[config.mk]
export PLATFORM = sky130hd
export DESIGN_NAME = ilv_mem_ctrl
export DESIGN_NICKNAME = d
export VERILOG_FILES = /design/src/rtl/ilv_pkg.sv /design/src/rtl/ilv_sat_cnt.sv /design/src/rtl/ilv_bank_slot.sv /design/src/rtl/ilv_issue.sv /design/src/rtl/ilv_mem_ctrl.sv
export SDC_FILE = /design/constraint.sdc
export NUM_CORES = 1
export LEC_CHECK = 0
export BUFFER_PORTS_ARGS = -buffer_cell sky130_fd_sc_hd__buf_4
export CORE_MARGIN = 1.5
export CORE_UTILIZATION = 53
export DETAILED_ROUTE_END_ITERATION = 16
export PLACE_DENSITY_LB_ADDON = 0.15
export SETUP_SLACK_MARGIN = 0.2
export SYNTH_ARGS = -nofsm -noshare
export SYNTH_HDL_FRONTEND = slang
export SYNTH_HIERARCHICAL = 1
export SYNTH_SLANG_ARGS = --single-unit
[constraint.sdc]
create_clock -name clk -period 4.7 [get_ports clk]
set_input_delay 0.94 -clock clk [delete_from_list [all_inputs] [get_ports clk]]
set_output_delay 0.94 -clock clk [all_outputs]
set_load 0.01 [all_outputs]
[src/rtl/ilv_pkg.sv]
// Shared definitions for the two-bank interleaved read controller.
package ilv_pkg;
    // Number of banks; the design is written for exactly two.
    localparam int NBANK = 2;

    // Processor-side sequencing state.
    typedef enum logic {
        ST_IDLE = 1'b0,
        ST_WAIT = 1'b1
    } ilv_state_e;
endpackage

[src/rtl/ilv_sat_cnt.sv]
// Saturating up-counter.
// Counts one per cycle with inc high and holds once it is all-ones.
// Assumes a synchronous active-low reset.
module ilv_sat_cnt #(
    parameter int W = 16
) (
    input  logic         clk,
    input  logic         rst_n,
    input  logic         inc,
    output logic [W-1:0] q
);
    localparam logic [W-1:0] MAXV = '1;

    logic [W-1:0] cnt_q;

    // Advance the count unless it is already saturated.
    always_ff @(posedge clk) begin
        if (!rst_n) begin
            cnt_q <= '0;
        end else if (inc && (cnt_q != MAXV)) begin
            cnt_q <= cnt_q + W'(1);
        end
    end

    assign q = cnt_q;

    p_sat_hold_r9: assert property (@(posedge clk) disable iff (!rst_n)
        (cnt_q == MAXV) |=> (cnt_q == MAXV));

    p_step_one_r9: assert property (@(posedge clk) disable iff (!rst_n)
        (inc && (cnt_q != MAXV)) |=> (cnt_q == $past(cnt_q) + W'(1)));
endmodule

[src/rtl/ilv_bank_slot.sv]
// One buffer slot per bank.
// Records the row of the last read sent to its bank, counts down the fixed
// bank latency and captures the returned word.
// Assumes the bank returns data exactly LAT cycles after a read strobe and
// that LAT >= 1. A newer issue replaces any older one, and the data of the
// replaced read is never captured.
module ilv_bank_slot #(
    parameter int RW  = 15,
    parameter int DW  = 32,
    parameter int LAT = 2
) (
    input  logic          clk,
    input  logic          rst_n,
    input  logic          issue,
    input  logic [RW-1:0] issue_row,
    input  logic          inval,
    input  logic [DW-1:0] rdata,
    output logic          held,
    output logic          ready,
    output logic [RW-1:0] tag,
    output logic [DW-1:0] data
);
    localparam int CNTW = $clog2(LAT + 1);

    logic            pend_q;
    logic            ready_q;
    logic [CNTW-1:0] cnt_q;
    logic [RW-1:0]   tag_q;
    logic [DW-1:0]   data_q;

    // Arm on issue, drop on invalidate, capture when the countdown ends.
    always_ff @(posedge clk) begin
        if (!rst_n) begin
            pend_q  <= 1'b0;
            ready_q <= 1'b0;
            cnt_q   <= '0;
            tag_q   <= '0;
            data_q  <= '0;
        end else if (issue) begin
            pend_q  <= 1'b1;
            ready_q <= 1'b0;
            cnt_q   <= CNTW'(LAT);
            tag_q   <= issue_row;
        end else if (inval) begin
            pend_q  <= 1'b0;
            ready_q <= 1'b0;
        end else if (pend_q) begin
            if (cnt_q == CNTW'(1)) begin
                pend_q  <= 1'b0;
                ready_q <= 1'b1;
                data_q  <= rdata;
            end
            cnt_q <= cnt_q - CNTW'(1);
        end
    end

    assign held  = pend_q | ready_q;
    assign ready = ready_q;
    assign tag   = tag_q;
    assign data  = data_q;

    p_issue_arms_r11: assert property (@(posedge clk) disable iff (!rst_n)
        issue |=> (pend_q && !ready_q && (tag_q == $past(issue_row))));

    p_inval_drops_r8: assert property (@(posedge clk) disable iff (!rst_n)
        (inval && !issue) |=> !held);

    p_fill_from_pend_r6: assert property (@(posedge clk) disable iff (!rst_n)
        $rose(ready_q) |-> $past(pend_q));
endmodule

[src/rtl/ilv_issue.sv]
// Command router.
// Turns one accepted request into per-bank read/write strobes and row
// addresses. It also decides whether the request hits a buffered word and
// whether a look-ahead of the next address is needed.
// Purely combinational; the caller gates it with request acceptance.
module ilv_issue #(
    parameter int AW = 16
) (
    input  logic                 acc,
    input  logic                 wr,
    input  logic [AW-1:0]        addr,
    input  logic [1:0]           held,
    input  logic [1:0][AW-2:0]   tag,
    output logic [1:0]           rd_o,
    output logic [1:0]           wr_o,
    output logic [1:0][AW-2:0]   row_o,
    output logic [1:0]           inval_o,
    output logic                 hit
);
    localparam int RW = AW - 1;

    logic          tb;
    logic [RW-1:0] trow;
    logic [AW-1:0] nx;
    logic          nb;
    logic [RW-1:0] nrow;
    logic          la_need;

    // Target bank and row, and the next sequential word on the other bank.
    always_comb begin
        tb      = addr[0];
        trow    = addr[AW-1:1];
        nx      = addr + AW'(1);
        nb      = nx[0];
        nrow    = nx[AW-1:1];
        hit     = held[tb] && (tag[tb] == trow);
        la_need = !(held[nb] && (tag[nb] == nrow));
    end

    for (genvar b = 0; b < ilv_pkg::NBANK; b++) begin : g_bank
        // Per-bank strobes: the target bank gets the real access, the other the look-ahead.
        always_comb begin
            if (tb == 1'(b)) begin
                rd_o[b]    = acc && !wr && !hit;
                wr_o[b]    = acc && wr;
                row_o[b]   = trow;
                inval_o[b] = acc && wr && held[b] && (tag[b] == trow);
            end else begin
                rd_o[b]    = acc && !wr && la_need;
                wr_o[b]    = 1'b0;
                row_o[b]   = nrow;
                inval_o[b] = 1'b0;
            end
        end
    end
endmodule

[src/rtl/ilv_mem_ctrl.sv]
// Two-bank interleaved read controller (top).
// Accepts one processor request at a time. It answers reads from a one-word
// per-bank buffer that is filled by look-ahead reads of the next sequential
// address on the opposite bank.
// Assumes: each bank accepts one command per cycle and returns read data
// exactly LAT cycles after the strobe; a write and a read never target
// the same bank in one cycle.
module ilv_mem_ctrl #(
    parameter int AW  = 16,
    parameter int DW  = 32,
    parameter int LAT = 2,
    parameter int CW  = 16
) (
    input  logic          clk,
    input  logic          rst_n,
    input  logic          req_valid,
    output logic          req_ready,
    input  logic          req_write,
    input  logic [AW-1:0] req_addr,
    input  logic [DW-1:0] req_wdata,
    output logic          rsp_valid,
    output logic [DW-1:0] rsp_data,
    output logic          b0_rd,
    output logic          b0_wr,
    output logic [AW-2:0] b0_addr,
    output logic [DW-1:0] b0_wdata,
    input  logic [DW-1:0] b0_rdata,
    output logic          b1_rd,
    output logic          b1_wr,
    output logic [AW-2:0] b1_addr,
    output logic [DW-1:0] b1_wdata,
    input  logic [DW-1:0] b1_rdata,
    output logic [CW-1:0] hit_count,
    output logic [CW-1:0] miss_count
);
    import ilv_pkg::*;

    localparam int RW = AW - 1;

    ilv_state_e          state_q;
    logic                pbank_q;
    logic [RW-1:0]       prow_q;

    logic                acc;
    logic                hit;
    logic [1:0]          bank_rd;
    logic [1:0]          bank_wr;
    logic [1:0][RW-1:0]  bank_row;
    logic [1:0]          slot_inval;
    logic [1:0]          slot_held;
    logic [1:0]          slot_ready;
    logic [1:0][RW-1:0]  slot_tag;
    logic [1:0][DW-1:0]  slot_data;
    logic [1:0][DW-1:0]  bank_rdata;

    assign req_ready = (state_q == ST_IDLE);
    assign acc       = req_valid && req_ready;

    ilv_issue #(.AW(AW)) u_issue (
        .acc     (acc),
        .wr      (req_write),
        .addr    (req_addr),
        .held    (slot_held),
        .tag     (slot_tag),
        .rd_o    (bank_rd),
        .wr_o    (bank_wr),
        .row_o   (bank_row),
        .inval_o (slot_inval),
        .hit     (hit)
    );

    assign bank_rdata[0] = b0_rdata;
    assign bank_rdata[1] = b1_rdata;

    for (genvar b = 0; b < NBANK; b++) begin : g_slot
        ilv_bank_slot #(.RW(RW), .DW(DW), .LAT(LAT)) u_slot (
            .clk       (clk),
            .rst_n     (rst_n),
            .issue     (bank_rd[b]),
            .issue_row (bank_row[b]),
            .inval     (slot_inval[b]),
            .rdata     (bank_rdata[b]),
            .held      (slot_held[b]),
            .ready     (slot_ready[b]),
            .tag       (slot_tag[b]),
            .data      (slot_data[b])
        );

        p_cmd_excl_r8: assert property (@(posedge clk) disable iff (!rst_n)
            !(bank_rd[b] && bank_wr[b]));
    end

    // Bank bus outputs.
    assign b0_rd    = bank_rd[0];
    assign b0_wr    = bank_wr[0];
    assign b0_addr  = bank_row[0];
    assign b0_wdata = req_wdata;
    assign b1_rd    = bank_rd[1];
    assign b1_wr    = bank_wr[1];
    assign b1_addr  = bank_row[1];
    assign b1_wdata = req_wdata;

    // The response fires when the awaited slot holds the awaited row with data.
    assign rsp_valid = (state_q == ST_WAIT) && slot_ready[pbank_q]
                       && (slot_tag[pbank_q] == prow_q);
    assign rsp_data  = slot_data[pbank_q];

    // Request sequencing: remember which word a read waits for.
    always_ff @(posedge clk) begin
        if (!rst_n) begin
            state_q <= ST_IDLE;
            pbank_q <= 1'b0;
            prow_q  <= '0;
        end else begin
            case (state_q)
                ST_IDLE: if (acc && !req_write) begin
                    state_q <= ST_WAIT;
                    pbank_q <= req_addr[0];
                    prow_q  <= req_addr[AW-1:1];
                end
                ST_WAIT: if (rsp_valid) begin
                    state_q <= ST_IDLE;
                end
                default: state_q <= ST_IDLE;
            endcase
        end
    end

    ilv_sat_cnt #(.W(CW)) u_hits (
        .clk   (clk),
        .rst_n (rst_n),
        .inc   (acc && !req_write && hit),
        .q     (hit_count)
    );

    ilv_sat_cnt #(.W(CW)) u_miss (
        .clk   (clk),
        .rst_n (rst_n),
        .inc   (acc && !req_write && !hit),
        .q     (miss_count)
    );

    // Checker-side view of the next word, derived from the port address.
    logic [AW-1:0] chk_next;
    assign chk_next = req_addr + AW'(1);

    p_lookahead_r3: assert property (@(posedge clk) disable iff (!rst_n)
        (acc && !req_write) |-> (bank_rd[chk_next[0]]
            || (slot_held[chk_next[0]] && (slot_tag[chk_next[0]] == chk_next[AW-1:1]))));

    p_write_no_read_r8: assert property (@(posedge clk) disable iff (!rst_n)
        (acc && req_write) |-> (bank_rd == 2'b00));

    p_wait_blocks_r4: assert property (@(posedge clk) disable iff (!rst_n)
        rsp_valid |-> !req_ready);

    p_hit_fast_r5: assert property (@(posedge clk) disable iff (!rst_n)
        (acc && !req_write && slot_ready[req_addr[0]]
            && (slot_tag[req_addr[0]] == req_addr[AW-1:1])) |=> rsp_valid);

    p_one_count_r9: assert property (@(posedge clk) disable iff (!rst_n)
        (acc && !req_write) |=> ((hit_count != $past(hit_count))
            || (miss_count != $past(miss_count))
            || (hit_count == '1) || (miss_count == '1)));
endmodule

* Word level (Yosys, flattened, before mapping)
Cells that the tools add are included. W data, S select, Z words.
Word-level totals: output and inout port bits 164, logic and storage cells 117, input port bits 116, register bits 151
Operators by class: reductions and logical operators 34, eq/ne operators 11, add/sub/neg operators 5, $lt $le $gt $ge 3, bitwise operators 8, mux-type cells 39
Operator list (number):
- $mux W15 | 8
- $eq A15 B15 Y1 | 5
- $mux W32 | 2
- $add A16 B1 Y16 const B | 3
- $ne A16 B16 Y1 const B | 2
- $mux W1 | 22
- $logic_and A1 B1 Y1 | 16
- $reduce_and A2 Y1 | 7
- $mux W2 | 6
- $reduce_and A4 Y1 | 2
- $lt A1 B2 Y1 const B | 3
- $not A1 Y1 | 6
- $reduce_or A3 Y1 | 2
- $eq A2 B1 Y1 const B | 2
- $ne A2 B2 Y1 const B | 2
- $reduce_bool A2 Y1 | 2
- $reduce_or A2 Y1 | 2
- $sub A2 B1 Y2 const B | 2
- $logic_not A1 Y1 | 3
- $or A1 B1 Y1 | 2
- $pmux W1 S2 | 1

* Logic depth before layout (Yosys ltp)
Gate-level depths: netlist (run 1).
depth after elaboration 10, depth in mapped cells 16, gate-level depth less buffers 10

* By module
Netlist (run 1), hierarchy kept.
By module, submodules not included:
- ilv_bank_slot | sequential area each 1021.0 µm², area an instance 1931.9 µm², cells an instance 209, instances 2
- ilv_mem_ctrl | sequential area each 340.3 µm², area an instance 1859.3 µm², cells an instance 218, instances 1
- ilv_issue | sequential area each 0.0 µm², area an instance 1783.0 µm², cells an instance 244, instances 1
- ilv_sat_cnt | sequential area each 320.3 µm², area an instance 837.1 µm², cells an instance 97, instances 2

* Worst setup path after synthesis (run 1)
OpenSTA, ideal clock, no wires.
kind input port to flip-flop, from in req_addr[12], to reg g_slot[0].u_slot.data_q[17], path buffers 4, arrival 3.966 ns, data required time 4.577 ns, library setup time 0.123 ns, path slack 0.611 ns, stages 12, path through clkbuf_1 > inv_1 > or4_1 > xnor2_1 > or4_1 > a2111oi_2 > a21oi_1 > buf_6 > nor4bb_4 > buf_6 > clkbuf_2 > o21ai_0
On the way: longest elaborated chain between the ends 8, elaborated cells on any way between the ends 16, those cells by class add/sub: 1; eq/ne: 3; mux: 2; bitwise: 2; reduce/logical: 8
RTL lines:
- start: declaration | line ilv_mem_ctrl.sv:19 | input logic [AW-1:0] req_addr,
- $add A16 B1 Y16
- $eq A15 B15 Y1 | line ilv_issue.sv:37 | la_need = !(held[nb] && (tag[nb] == nrow));
- $logic_and A1 B1 Y1 | line ilv_issue.sv:37
- $logic_not A1 Y1 | line ilv_issue.sv:37
- $logic_and A1 B1 Y1 | line ilv_issue.sv:49 | rd_o[b] = acc && !wr && la_need;
- $mux W1 (*) | line ilv_issue.sv:43 | if (tb == 1'(b)) begin
- net b0_rd | line ilv_mem_ctrl.sv:23 | output logic b0_rd,
- $not A1 Y1 (no source line) (*)
- $reduce_and A4 Y1 (no source line) (*)
- end signal: assignment | line ilv_bank_slot.sv:51 | data_q <= rdata;
- end: declaration | line ilv_bank_slot.sv:29 | logic [DW-1:0] data_q;
The timed path passes the listed nets; every way through them passes the cells marked *. A chain may end at the register's enable or synchronous reset.

* Final worst setup path (run 1)
from in req_addr[8], to out b0_rd
On the way: longest elaborated chain between the ends 6, elaborated cells on any way between the ends 10, those cells by class add/sub: 1; eq/ne: 2; mux: 1; reduce/logical: 6
RTL lines (line):
- $add A16 B1 Y16
- $eq A15 B15 Y1 | ilv_issue.sv:37
- $logic_and A1 B1 Y1 | ilv_issue.sv:37
- $logic_not A1 Y1 | ilv_issue.sv:37
- $logic_and A1 B1 Y1 | ilv_issue.sv:49
- $mux W1 (*) | ilv_issue.sv:43
- end: declaration | ilv_mem_ctrl.sv:23
Mark *: on every way between the ends. The rest lies on a longest branch, timed or not.

==> run_results.csv, run 1 <==
group,metric,value,unit
floorplan,core_area,0.0168,mm^2
cells_and_area,fin_util,63.7,%
cells_and_area,drive_above_1_share,25.3,%
clock_network,insertion_delay,0.42,ns
global_routing,grt_usage,25.9,%
clock_network,clock_sinks,151,
run,max_cap_viol_count,0,
yosys,post-synth-top-area-fraction,32.9,%
yosys,synth_nets,1196,
routing,vias_per_cell,5.60,
yosys,postSynthAreaPerCell,8.55,um^2
worst_setup_path,cp_slowest_stage_delay,0.61,ns
yosys,synth_flop_cell,"dfxtp_1",
timing,clock_skew,0.0131,ns
worst_hold_path,hold_path_class,"reg -> reg",
outcome,status,"finished clean",
timing,layout_min_cycle_time,4.34,ns
worst_setup_path,r2r-end,"g_slot[1].u_slot/data[12]$_SDFFE_PN0P_",
worst_setup_path,path_delay_family,"simple AND/OR/NAND/NOR gates",
timing,finalCritPeriodShare,92.3,%
clock_network,holdBufCountCts,0,
worst_setup_path,path_buf_inv,2,
power,p_leak,4.07,nW
worst_setup_path,crit_path_end_kind,"output port",
timing,drv_slew,0,
yosys,yosys_register_bits,151,
yosys,synth.yosys.warnings,6,
timing,slew_headroom,15.8,%
worst_setup_path,reg2reg_slack,1.46,ns
cells_and_area,n_antenna_cell,0,
power,vdd_drop_max,0.272,mV
timing,worst_pin_slew,1.25,ns
routing,drtIter0Drc,585,
worst_setup_path,crit_slowest_cell,"or4_1",
clock_network,clk_pin_slew,0.06,ns
floorplan,die_w,135,um
yosys,synth_area,0.00918,mm^2
yosys,ys_seq_area_share,32.9,%
worst_setup_path,cp.arrival,3.40,ns
global_routing,grt_pass1_wl,37500,um
placement,place_hpwl,16300,um
global_routing,antenna_found_initial,0,
timing,setup-violations-final,0,
yosys,synth_commonest_cells,"151 x dfxtp_1, 139 x nand2_1, 86 x nand3_1",
worst_setup_path,crit_end,"b0_rd",
clock_network,numCtsBuffers,17,
routing,vias,7763,
yosys,syn_inst,1074,
timing,setup_tns,0,ns
yosys,yosysTopAreaCell,"dfxtp_1",
routing,route.detailed.drc,0,
timing,rsz0062_at_grt,"false",
routing,drt.antenna.violating_nets,0,
yosys,async_reset_ff_share,0,%
yosys,ys_types,59,
power,cellPowerDensity,287,mW/mm^2
clock_network,cts_root_buf,"clkbuf_16",
yosys,synth_edf_count,0,
floorplan,rows,47,
worst_setup_path,worst_ep_required_time,3.76,ns
global_routing,grt_max_degree,84,
worst_setup_path,cp.depth,8,
routing,drt_wl_total,23500,um
routing,drtPass1Iterations,6,
worst_setup_path,cp_max_fo,16,
floorplan,die_h,135,um
worst_setup_path,critPathLaunch,"req_addr[8]",
floorplan,io_pins,280,
worst_setup_path,crit_path_cell_trace,"buf_4, nand4_4, or4_1, xnor2_1, or4_1, a2111oi_4, a21oi_2, buf_4",
yosys,synth.most_common_cell,"dfxtp_1",
floorplan,initial_core_util,54.8,%
floorplan,die_area,0.0181,mm^2
yosys,synthTopCellsByArea,"dfxtp_1 33%, mux2i_1 7.6%, xnor2_1 6.6%",
clock_network,clockBufferDepth,2,
worst_setup_path,startpoint_type,"primary input",
clock_network,cts_tree,"built",
worst_setup_path,r2r-start,"g_slot[0].u_slot/pend_q$_SDFF_PN0_",
timing,hold_viol,0,
global_routing,grt_overflow,0,
placement,place.gp.congestion,0.892,
placement,io_buffers,183,
cells_and_area,area_growth_syn_to_layout,16.3,%
cells_and_area,fin_nets,1275,
clock_network,cts.htree.levels,4,
routing,wl_per_cell,17.0,um
worst_setup_path,critical_path_class,"in -> out",
timing,fmax,231,MHz
worst_setup_path,r2r_cells,12,
global_routing,grt_pass1_vias,7188,
-- sequential cells by signal, summed over array words and instances, names as in the netlist --
signal / flops
prow_q: 15
u_hits/q: 16
u_miss/q: 16
g_slot.u_slot/data: 64
g_slot.u_slot/tag: 30
g_slot.u_slot/cnt_q: 4
pbank_q: 1
g_slot.u_slot/ready: 2
state_q: 1
g_slot.u_slot/pend_q: 2
-- how the worst min path moves through the flow --
stage | startpoint | end | slack (ns) | cells past startpoint
2_1_floorplan | g_slot[1].u_slot/data[15]$_SDFFE_PN0P_ | g_slot[1].u_slot/data[15]$_SDFFE_PN0P_ | 0.42 | 2
3_3_place_gp | g_slot[0].u_slot/data[25]$_SDFFE_PN0P_ | g_slot[0].u_slot/data[25]$_SDFFE_PN0P_ | 0.43 | 2
3_5_place_dp | g_slot[1].u_slot/data[25]$_SDFFE_PN0P_ | g_slot[1].u_slot/data[25]$_SDFFE_PN0P_ | 0.44 | 2
4_1_cts | g_slot[1].u_slot/data[25]$_SDFFE_PN0P_ | g_slot[1].u_slot/data[25]$_SDFFE_PN0P_ | 0.45 | 2
5_1_grt | g_slot[1].u_slot/data[26]$_SDFFE_PN0P_ | g_slot[1].u_slot/data[26]$_SDFFE_PN0P_ | 0.46 | 2
6_report | g_slot[1].u_slot/data[25]$_SDFFE_PN0P_ | g_slot[1].u_slot/data[25]$_SDFFE_PN0P_ | 0.45 | 2
-- area by class of cell --
type	instances	area, um^2
Fill cell	1468	6090
Multi-Input combinational cell	763	5190
Sequential cell	151	3020
Timing Repair Buffer	205	1560
Clock buffer	21	460
Tap cell	220	275
Clock inverter	11	100
Inverter	15	56.3
-- cell families (layout without fill, tap and decap cells) --
| family | after synthesis | count (layout) | share of synthesized area (%) |
|---|---|---|---|
| XOR/XNOR | 96 | 96 | 9.16 |
| adder cells (fa/ha/maj) | 6 | 6 | 0.818 |
| AND/OR/NAND/NOR | 400 | 400 | 23.8 |
| AO/OA/AOI/OAI | 152 | 152 | 10.0 |
| buffers and inverters | 160 | 252 | 10.7 |
| multiplexers | 109 | 109 | 12.5 |
| flip-flops | 151 | 151 | 32.9 |
-- power by group --
group / internal (W) / total [W] / switching (W) / leakage (nW)
Sequential: 0.00131 / 0.00135 / 0.0000372 / 1.22
Combinational: 0.000202 / 0.000419 / 0.000217 / 2.58
Clock: 0.000757 / 0.00130 / 0.000543 / 0.267
Total: 0.00227 / 0.00307 / 0.000797 / 4.07
-- repair_timing --
action / 4_1_cts / 5_1_grt
resized for setup: 0 / 1
buffers inserted: 0 / 0
setup endpoints to repair: 0 / 2
-- metal layers --
layer  global-route usage [%]  vias up  wire, um
li1                         -     3831         -
met1                     33.1     3626     10400
met2                     42.0      255     10900
met3                     6.34       51      1570
met4                     10.2        0       745
met5                        0        -         0
-- metrics by stage --
stage          setup WS [ns]  cells  cell area (um^2)  power [W]  hold WS (ns)
6_report               0.364   1386             10700    0.00307         0.447
4_1_cts                0.310   1386             10700    0.00310         0.449
5_1_grt                0.265   1386             10700    0.00320         0.464
2_1_floorplan          0.611   1074              9180    0.00169         0.425
3_5_place_dp           0.313   1354             10100    0.00179         0.440
3_3_place_gp           0.350   1354             10100    0.00179         0.434
-- tightest hold or removal path: cells and delay by family (launching register included) --
family	cells	cell delay, ns
AOI/OAI and AO/OA	1	0.05
DFF	1	0.31
and+or+nand+nor	1	0.05
-- cell usage in the layout (no fill, tap or decap), types with 14 or more instances in the layout --
cell / instances
a21boi_1: 14
a21oi_1: 20
buf_4: 203
clkbuf_16: 17
dfxtp_1: 150
inv_1: 15
mux2_2: 37
mux2i_1: 70
nand2_1: 139
nand3_1: 86
nand4_1: 16
nor2_1: 20
nor2b_1: 40
nor4_1: 16
o21ai_0: 65
xnor2_1: 69
xor2_1: 27
Power figures use the tool's default switching activity.
==> run 2: changes to the inputs <==
Settings changed: ABC_AREA set to 1, CORE_MARGIN 1.5 to 2, CORE_UTILIZATION 53 to 54.
==> run 2 against run 1 <==
Count of clock-buffer cells in the layout decreased by 2. Design area increased by 9.8%. Via count increased by 38%. Critical path depth increased by 5. Non-clock buffer count decreased by 8. Global-route usage increased by 3.7 points. Synthesized cell count increased by 60%. Sequential share of layout area decreased by 2.5 points. Worst setup slack improved by 0.33 ns. Power increased by 12%. Utilization decreased by 1.0 points. Final cell count increased by 47%.
==> run_results.csv, run 2 <==
group,metric,value,unit
yosys,synth_top_family_by_area,"simple AND/OR/NAND/NOR gates",
floorplan,initial_core_util,55.0,%
placement,dp_cells,2008,
yosys,yosys.area_share.simple,44.9,%
global_routing,met3_usage,5.22,%
yosys,post-synth-top-area-fraction,29.4,%
worst_setup_path,crit_path_end_kind,"output port",
timing,clock_skew,0.0116,ns
cells_and_area,instances_no_fill,2039,
timing,fmax,250,MHz
floorplan,rows,50,
power,swShare,29.8,%
cells_and_area,drive_above_1_share,17.0,%
cells_and_area,n_antenna_cell,0,
yosys,postSynthAreaPerCell,5.98,um^2
routing,vias,10700,
worst_setup_path,cp.arrival,3.07,ns
power,cellPowerDensity,292,mW/mm^2
worst_hold_path,hold_path_class,"reg -> reg",
yosys,async_reset_ff_share,0,%
placement,place.gp.congestion,0.953,
yosys,synth_area,0.0103,mm^2
timing,worst_pin_slew,0.943,ns
routing,wl_per_cell,14.8,um
yosys,ys_types,43,
global_routing,use_met2,46.2,%
clock_network,cts_tree,"built",
worst_setup_path,critPathLaunch,"req_addr[0]",
timing,setup-violations-final,0,
timing,layout_min_cycle_time,4.01,ns
yosys,synth_nets,1843,
yosys,synth-xor-area-share,1.11,%
timing,rsz0062_at_grt,"false",
yosys,yosys.area_share.adder,0.730,%
routing,drt.antenna.violating_nets,0,
power,power_frac_seq,40.3,%
worst_setup_path,reg2reg_slack,1.47,ns
yosys,synth.most_common_cell,"nand2_1",
global_routing,globalRouteMet1Util,41.0,%
global_routing,grt_max_degree,87,
cells_and_area,area_growth_syn_to_layout,14.0,%
yosys,synth_flop_cell,"dfxtp_1",
clock_network,cts_root_buf,"clkbuf_16",
power,p_int,0.00240,W
global_routing,grt_usage,29.6,%
yosys,yosysTopAreaCell,"dfxtp_1",
clock_network,insertion_delay,0.43,ns
clock_network,clk_pin_slew,0.06,ns
cells_and_area,final_common_cell,"nand2_1",
clock_network,holdBufCountCts,0,
routing,drtIter0Drc,877,
yosys,ys_seq_area_share,29.4,%
power,p_leak,5.82,nW
worst_setup_path,r2r-start,"g_slot[1].u_slot/tag[3]$_SDFFE_PN0P_",
clock_network,cts_resized,0,
power,vdd_drop_max,0.267,mV
worst_setup_path,r2r_cells,18,
worst_setup_path,startpoint_type,"primary input",
run,max_cap_viol_count,0,
placement,place_hpwl,21500,um
worst_setup_path,worst_ep_required_time,3.76,ns
routing,drt_wl_total,30100,um
timing,finalCritPeriodShare,85.3,%
routing,route.detailed.drc,0,
timing,drv_slew,0,
outcome,status,"finished clean",
routing,drtPass1Iterations,6,
global_routing,busiest_layer,"met2",
worst_setup_path,critical_path_class,"in -> out",
cells_and_area,fin_nets,1915,
worst_setup_path,r2r-end,"g_slot[1].u_slot/data[27]$_SDFFE_PN0P_",
worst_hold_path,whs_endpoint,"prow_q[12]$_SDFFE_PN0P_",
global_routing,grt_pass1_wl,47500,um
yosys,synth.yosys.warnings,6,
cells_and_area,layout_common_cells,"498 x nand2_1, 319 x nor2_1, 197 x buf_4",
clock_network,cts.htree.levels,4,
yosys,yosys_register_bits,151,
clock_network,numCtsBuffers,17,
yosys,synth_commonest_cells,"498 x nand2_1, 319 x nor2_1, 178 x inv_1",
global_routing,antenna_found_initial,0,
global_routing,grt_overflow,0,
floorplan,core_area,0.0187,mm^2
yosys,syn_inst,1721,
power,power_frac_clock,41.9,%
timing,slew_headroom,37.0,%
floorplan,io_pins,280,
cells_and_area,largest_register_ffs,64,
global_routing,grt_pass1_vias,9327,
timing,hold_viol,0,
floorplan,die_h,142,um
worst_hold_path,hold_depth,2,
power,switchingPower,0.00102,W
worst_setup_path,cp_max_fo,34,
routing,vias_per_cell,5.24,
power,combPwrFrac,17.8,%
yosys,synth_edf_count,0,
floorplan,die_w,142,um
timing,setup_tns,0,ns
yosys,synth_compound_area_share,7.87,%
clock_network,cts_setup_buffers,0,
clock_network,clockBufferDepth,2,
floorplan,die_area,0.0202,mm^2
clock_network,clock_sinks,151,
placement,io_buffers,183,
yosys,synthTopCellsByArea,"dfxtp_1 29%, nand2_1 18%, nor2_1 12%",
yosys,muxShareOfSynthArea,0,%
worst_hold_path,min_from,"prow_q[12]$_SDFFE_PN0P_",
## run 2: cell types whose count changed after synthesis, sizes merged, moves of 55 or more
cell,before,now
nand3,86,141
xnor2,69,4
mux2i,70,0
nor2,20,356
inv,15,184
nand2,139,519
## run 2: logic make-up after synthesis
| kind of cell | Yosys count |
|---|---|
| and+or+nand+nor | 1069 |
| buffers and inverters | 328 |
| AOI/OAI and AO/OA | 154 |
| DFF | 151 |
| xor gates and xnor gates | 13 |
| adders and majority gates | 6 |
## run 2: final cells by class
| type | count | area [um^2] |
|---|---|---|
| timing repair buffer | 197 | 1480 |
| multi-input combinational | 1242 | 5620 |
| clock buffer | 19 | 443 |
| sequential | 151 | 3020 |
| fill | 1847 | 6980 |
| inverter | 184 | 696 |
| tap | 234 | 293 |
| clock inverter | 12 | 166 |
## run 2: power by group through the flow
stage	combinational [W]	sequential, W	clock (W)
2_1_floorplan	0.000458	0.00138	0
3_3_place_gp	0.000596	0.00140	0
3_5_place_dp	0.000600	0.00140	0
4_1_cts	0.000603	0.00138	0.00146
5_1_grt	0.000681	0.00138	0.00151
6_report	0.000610	0.00138	0.00144
## run 2: worst max-delay path by stage
stage / endpoint / slack, ns / cells after the start
global placement: g_slot[1].u_slot/data[23]$_SDFFE_PN0P_ / 0.67 / 19
global route: b1_rd / 0.48 / 13
detailed placement: g_slot[1].u_slot/data[8]$_SDFFE_PN0P_ / 0.58 / 19
finish: b1_rd / 0.69 / 13
CTS: b1_rd / 0.74 / 13
floorplan: b1_rd / 0.90 / 16
## run 2: metal layers
metal  wire length (um)  vias up
met1              13500     4762
met5                  0        -
li1                   -     5413
met3               2370       69
met4                867        0
met2              13400      434
## run 2: through the flow
step	power, W	area [um^2]	hold WS, ns	util [%]	worst slack [ns]
2_1_floorplan	0.00184	10300	0.444	-	0.896
3_3_place_gp	0.00200	11100	0.456	59.4	0.666
3_5_place_dp	0.00200	11100	0.461	59.4	0.579
4_1_cts	0.00344	11700	0.471	62.7	0.740
5_1_grt	0.00357	11700	0.487	62.7	0.479
6_report	0.00342	11700	0.471	62.7	0.692
## run 2: critical path, cell delays in order
cell and delay [ns]:
buf_4 0.28, ha_1 0.30, nand2_1 0.14, nor2_4 0.19, nand2_2 0.09, o21ai_1 0.24, or2_1 0.14, o21ai_1 0.06
nor2_1 0.10, nand3_1 0.12, nand3_1 0.08, nand2_1 0.17, buf_4 0.21
